## src/rtl/aack_pkg.sv

```systemverilog
package aack_pkg;
  typedef enum logic {
    TEN_PLAIN = 1'b0,
    TEN_SNOOP = 1'b1
  } tenure_kind_e;

  function automatic tenure_kind_e classify(input logic hit, input logic glob);
    return (hit && glob) ? TEN_SNOOP : TEN_PLAIN;
  endfunction
endpackage

```

## src/rtl/aack_wait_cnt.sv

```systemverilog
module aack_wait_cnt #(
  parameter int WAIT_W = 4
) (
  input  logic              clk_i,
  input  logic              rst_ni,
  input  logic              load_i,
  input  logic [WAIT_W-1:0] load_val_i,
  input  logic              run_i,
  output logic              expired_o
);
  logic [WAIT_W-1:0] cnt_q;

  always_ff @(posedge clk_i or negedge rst_ni) begin
    if (!rst_ni)                        cnt_q <= '0;
    else if (load_i)                    cnt_q <= load_val_i;
    else if (run_i && cnt_q != '0)      cnt_q <= cnt_q - 1'b1;
  end

  assign expired_o = (cnt_q == '0);
endmodule

```

## src/rtl/aack_pipe_trk.sv

```systemverilog
module aack_pipe_trk (
  input  logic clk_i,
  input  logic rst_ni,
  input  logic open_i,
  input  logic done_i,
  output logic data_open_o
);
  logic open_q;

  always_ff @(posedge clk_i or negedge rst_ni) begin
    if (!rst_ni)      open_q <= 1'b0;
    else if (open_i)  open_q <= 1'b1;
    else if (done_i)  open_q <= 1'b0;
  end

  assign data_open_o = open_q;
endmodule

```

## src/rtl/aack_retry_unit.sv

```systemverilog
module aack_retry_unit (
  input  logic clk_i,
  input  logic rst_ni,
  input  logic start_i,
  input  logic pend_i,
  input  logic ack_i,
  input  logic data_open_i,
  input  logic ta_i,
  input  logic artry_i,
  output logic abort_o,
  output logic cancel_o
);
  logic early_q;
  logic early_now;

  // beat belongs to the pending tenure only while no data tenure is open
  assign early_now = pend_i & ta_i & ~data_open_i;
  assign abort_o   = pend_i & artry_i;
  assign cancel_o  = abort_o & (early_now | early_q);

  always_ff @(posedge clk_i or negedge rst_ni) begin
    if (!rst_ni)                             early_q <= 1'b0;
    else if (start_i || ack_i || abort_o)    early_q <= 1'b0;
    else if (early_now)                      early_q <= 1'b1;
  end
endmodule

```

## src/rtl/addr_ack_ctrl.sv

```systemverilog
module addr_ack_ctrl
  import aack_pkg::*;
#(
  parameter int WAIT_W = 4
) (
  input  logic              clk_i,
  input  logic              rst_ni,
  input  logic              ts_i,
  input  logic              bank_hit_i,
  input  logic              gbl_i,
  input  logic [WAIT_W-1:0] wait_cfg_i,
  input  logic              ta_i,
  input  logic              data_done_i,
  input  logic              artry_i,
  output logic              aack_o,
  output logic              cancel_o
);
  logic              pend_q;
  logic              accept;
  logic              expired;
  logic              data_open;
  logic              abort;
  logic              ack;
  tenure_kind_e      kind;
  logic [WAIT_W-1:0] load_val;

  assign accept   = ts_i & ~pend_q;
  assign kind     = classify(bank_hit_i, gbl_i);
  assign load_val = (kind == TEN_SNOOP) ? wait_cfg_i : '0;

  aack_wait_cnt #(.WAIT_W(WAIT_W)) u_wait (
    .clk_i      (clk_i),
    .rst_ni     (rst_ni),
    .load_i     (accept),
    .load_val_i (load_val),
    .run_i      (pend_q),
    .expired_o  (expired)
  );

  aack_pipe_trk u_pipe (
    .clk_i       (clk_i),
    .rst_ni      (rst_ni),
    .open_i      (ack),
    .done_i      (data_done_i),
    .data_open_o (data_open)
  );

  aack_retry_unit u_retry (
    .clk_i       (clk_i),
    .rst_ni      (rst_ni),
    .start_i     (accept),
    .pend_i      (pend_q),
    .ack_i       (ack),
    .data_open_i (data_open),
    .ta_i        (ta_i),
    .artry_i     (artry_i),
    .abort_o     (abort),
    .cancel_o    (cancel_o)
  );

  // retry in the same cycle wins over the acknowledge
  assign ack    = pend_q & expired & ~data_open & ~artry_i;
  assign aack_o = ack;

  always_ff @(posedge clk_i or negedge rst_ni) begin
    if (!rst_ni)            pend_q <= 1'b0;
    else if (accept)        pend_q <= 1'b1;
    else if (ack || abort)  pend_q <= 1'b0;
  end
endmodule

```

## config.mk

```make
export PLATFORM = sky130hd
export DESIGN_NAME = addr_ack_ctrl
export DESIGN_NICKNAME = d
export VERILOG_FILES = /design/src/rtl/aack_pkg.sv /design/src/rtl/aack_wait_cnt.sv /design/src/rtl/aack_pipe_trk.sv /design/src/rtl/aack_retry_unit.sv /design/src/rtl/addr_ack_ctrl.sv
export SDC_FILE = /design/constraint.sdc
export NUM_CORES = 1
export LEC_CHECK = 0
export BUFFER_PORTS_ARGS = -buffer_cell sky130_fd_sc_hd__buf_2
export CAP_MARGIN = 20
export CORE_AREA = 2 2 39 41
export DETAILED_ROUTE_END_ITERATION = 6
export DIE_AREA = 0 0 41 43
export MAX_ROUTING_LAYER = met4
export PLACE_DENSITY = 0.66
export SKIP_CTS_REPAIR_TIMING = 1
export SYNTH_ARGS = -nofsm -noshare
export SYNTH_HDL_FRONTEND = slang
export SYNTH_HIERARCHICAL = 1
export SYNTH_SLANG_ARGS = --single-unit
```

## constraint.sdc

```tcl
create_clock -name clk_i -period 1.9 [get_ports clk_i]
set_input_delay 0 -clock clk_i [delete_from_list [all_inputs] [get_ports clk_i]]
set_output_delay 0 -clock clk_i [all_outputs]
set_load 0.01 [all_outputs]
```

* Word-level counts from Yosys, hierarchy flattened
Index checks and enable logic that the tools add are counted.
** Storage, ports and cells
- Bits in registers :: 7
- Input bits :: 12
- Output and inout port bits :: 2
- Word-level logic and storage cells :: 38
** Cells by class
- Add/subtract/negate cells :: 1
- Multiplexer cells :: 10
- Bitwise gates (word level) :: 12
- Reduce and logical (&&, ||, !) cells :: 11
** Operators with widths (number)
- $mux 4 :: 3
- $and 1x1->1 :: 8
- $reduce_bool 2->1 :: 4
- $mux 1 :: 7
- $logic_not 4->1 :: 1
- $reduce_bool 4->1 :: 1
- $sub 4x1->4 const B :: 1
- $logic_or 1x1->1 :: 3
- $not 1->1 :: 3
- $logic_and 1x1->1 :: 2
- $or 1x1->1 :: 1

* Depth between registers and ports, before layout
- Depth after elaboration :: 7
- Gate-level depth with buffers :: 5
- Mapped depth without buffers :: 5

* Modules after synthesis
Netlist, hierarchy kept.
** Modules (own cells, without submodules)
- aack_wait_cnt :: instances 1, cells each 27, area an instance 270.3 µm², sequential area each 100.1 µm²
- aack_retry_unit :: instances 1, cells each 7, area an instance 98.8 µm², sequential area each 25.0 µm²
- addr_ack_ctrl :: instances 1, cells each 9, area an instance 97.6 µm², sequential area each 25.0 µm²
- aack_pipe_trk :: instances 1, cells each 3, area an instance 36.3 µm², sequential area each 25.0 µm²

* Least setup slack after synthesis
No wires, ideal clock.
- Path type :: register -> register
- From :: register u_wait.cnt_q[0]
- To :: register pend_q
- Setup time :: 0.146 ns
- Data arrival time :: 1.468 ns
- Data required time :: 1.754 ns
- Slack :: 0.287 ns
- Stages on the path, launching flop included :: 6
- Buffers on the path :: 0
- Period minus slack after synthesis :: 1.613 ns
- Cells stage by stage :: dfrtp_1 inv_1 ha_1 nor3b_2 nor4bb_4 a211oi_2
** On the way
- Cells in the longest elaborated chain, start to end :: 6
** RTL lines
- start, declared :: line aack_wait_cnt.sv:11 : logic [WAIT_W-1:0] cnt_q;
- start signal, assigned :: line aack_wait_cnt.sv:15 : else if (load_i) cnt_q <= load_val_i;
- start signal, assigned :: line aack_wait_cnt.sv:16 : else if (run_i && cnt_q != '0) cnt_q <= cnt_q - 1'b1;
- $logic_not 4->1 :: line aack_wait_cnt.sv:19 : assign expired_o = (cnt_q == '0);
- named net expired :: line addr_ack_ctrl.sv:20 : logic expired;
- $and 1x1->1 (3 in a row) :: line addr_ack_ctrl.sv:62 : assign ack = pend_q & expired & ~data_open & ~artry_i;
- named net aack_o :: line addr_ack_ctrl.sv:15 : output logic aack_o,
- $logic_or 1x1->1 :: line addr_ack_ctrl.sv:68 : else if (ack || abort) pend_q <= 1'b0;
- $reduce_bool 2->1 (no line)
- end signal, assigned :: line addr_ack_ctrl.sv:66 : if (!rst_ni) pend_q <= 1'b0;
- end signal, assigned :: line addr_ack_ctrl.sv:67 : else if (accept) pend_q <= 1'b1;
- end signal, assigned :: line addr_ack_ctrl.sv:68
- end, declared :: line addr_ack_ctrl.sv:18 : logic pend_q;
The timed path passes the listed nets, and every way through them passes these cells.
A chain may end at the register's enable or synchronous reset.

* Worst setup path in the final report
- From :: register u_wait.cnt_q[0]
- To :: output aack_o
** On the way
- Cells in the longest elaborated chain, start to end :: 4
** RTL lines (line)
- $logic_not 4->1 :: aack_wait_cnt.sv:19
- named net expired :: addr_ack_ctrl.sv:20
- $and 1x1->1 (3 in a row) :: addr_ack_ctrl.sv:62
- end, declared :: addr_ack_ctrl.sv:15
The timed path passes the listed nets, and every way through them passes these cells.

==> out/qor.csv <==
metric,value,unit
antenna_found_initial,0,
cp_slowest_stage_delay,410,ps
ys_seq_area_share,34.8,%
synth_edf_count,0,
tritoncts,done,
crit_buf_inv,2,
globalplace.congestion,0.788,
dieArea,1760,sq um
cts_buffer_depth,2,
finalPower,884,uW
vias,413,
drtAntennaViolNets,0,
wl_per_cell,11.9,microns
cts_buffers,3,
hp-class,input port to flip-flop,
finalWorstSetupSlack,196,ps
routed_via_density,5.04,
die_w,41,microns
num_rows,14,
design_area,636,sq um
placed_cell_area,584,sq um
path_max_fanout,5,
fin_crit_sh,89.7,%
worstPathRequired,1900,ps
tns,0,ps
crit_path_top_delay_cell,dfrtp_1,
insertion_delay,260,ps
power-per-cell-area,1390,nW/um^2
start_util,36.3,%
syn_area,503,sq um
synth_ff_type,dfrtp_1,
timing.critical_path.max_delay_family,simple AND/OR/NAND/NOR gates,
leakage,0.000323,uW
drive_gt1_share,40.9,%
synth_top_area_share,34.8,%
die_y,43,microns
grt_pass1_wl,1.46,mm
overflow,0,
cp-end-kind,output pin,
design.final.nets,80,
synth.area.top_cells,"dfrtp_1 (35%), a2111oi_4 (5.5%), and3_1 (5.0%), nor4bb_4 (5.0%), nand3b_4 (4.0%)",
cts_root_buf,clkbuf_4,
synth_nets,59,
postRouteWirelength,975,microns
status,completed,
syn2layout_area_growth,26.4,%
antenna-diode-count,0,
slew_headroom,76.0,%
grt_max_degree,11,
rsz0062_at_grt,no,
cp_cell_sequence,inv_1 > ha_1 > nor3b_2 > nor4bb_4 > buf_2,
numPortBuffers,13,
h-tree-depth,1,
slew_violations,0,
syn_inst,46,
drv_cap,0,
io_pins,14,
drtPass1Iterations,3,
grt_pass1_vias,380,
fmax,587,MHz
pre_cts_ws,209,ps
post-place-cells,75,
drc,0,
worst_pin_slew,360,ps
clk_pin_slew,50,ps
yosysMostFrequentCell,dfrtp_1,
setup_viol,0,
reg2reg_slack,280,ps
crit_type,flip-flop to output pin,
startpoint_type,flip-flop,
yosys_warnings,6,
cts.sinks,7,
synth_area_leader_cell,dfrtp_1,
dp_hpwl,747,microns
async_flop_share,100,%
critPathArrivalTime,1700,ps
ys_top_cells_by_count,"dfrtp_1 (7), inv_1 (5), and3_1 (4), nand2_1 (3)",
grtUsageTotal,13.2,%
ys_types,29,
clock-skew-final,0.656,ps
drt_iter0_markers,5,
layout.cells.non_filler,82,
finalHoldViolCount,0,
core_area,1380,sq um
synth_seq_cells,7,
syn_avg_cell_area,10.9,sq um
peakVddDrop,510,uV
period_needed,1700,ps
[layout make-up]
cell class | count | area (sq um)
tap | 16 | 20.0
inverter | 5 | 18.8
multi-input combinational | 33 | 298
clock buffer | 4 | 26.3
timing repair buffer | 17 | 97.6
fill | 137 | 748
sequential | 7 | 175
[state kept, by name, indices dropped and copies added, names as in the netlist]
signal              flops
u_wait/cnt_q            4
pend_q                  1
u_pipe/data_open_o      1
u_retry/early_q         1
[worst register-to-register path: stages, from the launching register on]
cell and delay, ps:
dfrtp_1 410, inv_1 70, ha_1 200, nor3b_2 290
nor4bb_4 290, buf_4 180, a211oi_2 40
[cell usage in the layout, fill, tap and decap left out]
cell,netlist,final
nor3_1,2,2
a21oi_1,1,1
o21ai_0,2,2
dlygate4sd3_1,0,1
nand2b_1,1,1
or2b_1,1,1
ha_1,1,1
a211oi_2,1,1
inv_1,5,5
nand3b_4,1,1
nor2b_1,1,1
dfrtp_1,7,7
nor2_1,1,1
o21a_1,1,1
clkbuf_4,0,3
clkbuf_1,0,1
a2111oi_4,1,1
and2_4,1,1
o211ai_2,1,1
and3_1,4,4
nor4b_2,1,1
buf_2,0,13
nor3b_2,1,1
and4b_1,1,1
or4_1,1,1
a21boi_0,1,1
nor3b_1,1,1
a21o_1,1,1
o31a_1,1,1
nand2_1,3,3
buf_4,0,3
a221o_1,1,1
nor4bb_4,1,1
[final timing paths]
path	cells past startpoint	to	start
setup / recovery	5	aack_o	u_wait/cnt_q[0]
hold / removal	3	u_pipe/data_open_o	data_done_i
setup reg to reg	6	pend_q	u_wait/cnt_q[0]
max in group asynchronous	2	u_wait/cnt_q[2]	rst_ni
min in group asynchronous	2	u_pipe/data_open_o	rst_ni
hold reg to reg	1	u_pipe/data_open_o	u_pipe/data_open_o
[logic make-up (layout without fill, tap and decap cells)]
family	Yosys count	after routing	share of synthesized area (%)
AND/OR/NAND/NOR	21	21	35.1
AO/OA/AOI/OAI	11	11	21.6
flip-flops	7	7	34.8
buffers and inverters	6	26	5.97
adder cells (fa/ha/maj)	1	1	2.49
[routing by layer]
layer | track usage, % | vias to the layer above | share of wire (%)
li1 | - | 210 | -
met1 | 12.5 | 186 | 41
met2 | 21.3 | 15 | 50
met3 | 3.14 | 2 | 6.9
met4 | 10.0 | 0 | 1.9
met5 | - | - | 0
[metrics by stage]
step | utilization (%) | hold WS (ps)
floorplan | - | -296
global placement | 42.2 | -154
detailed placement | 42.2 | -151
CTS | 44.1 | -430
global route | 45.9 | 10.7
finish | 45.9 | 3.94
[where the power goes]
part | total [uW] | internal [uW] | switching (uW) | leakage (uW)
registers | 302 | 214 | 87.7 | 0.0000883
logic | 443 | 258 | 185 | 0.000220
clock network | 140 | 80.4 | 59.1 | 0.0000150
No activity file was read; power rests on OpenSTA's default activity.
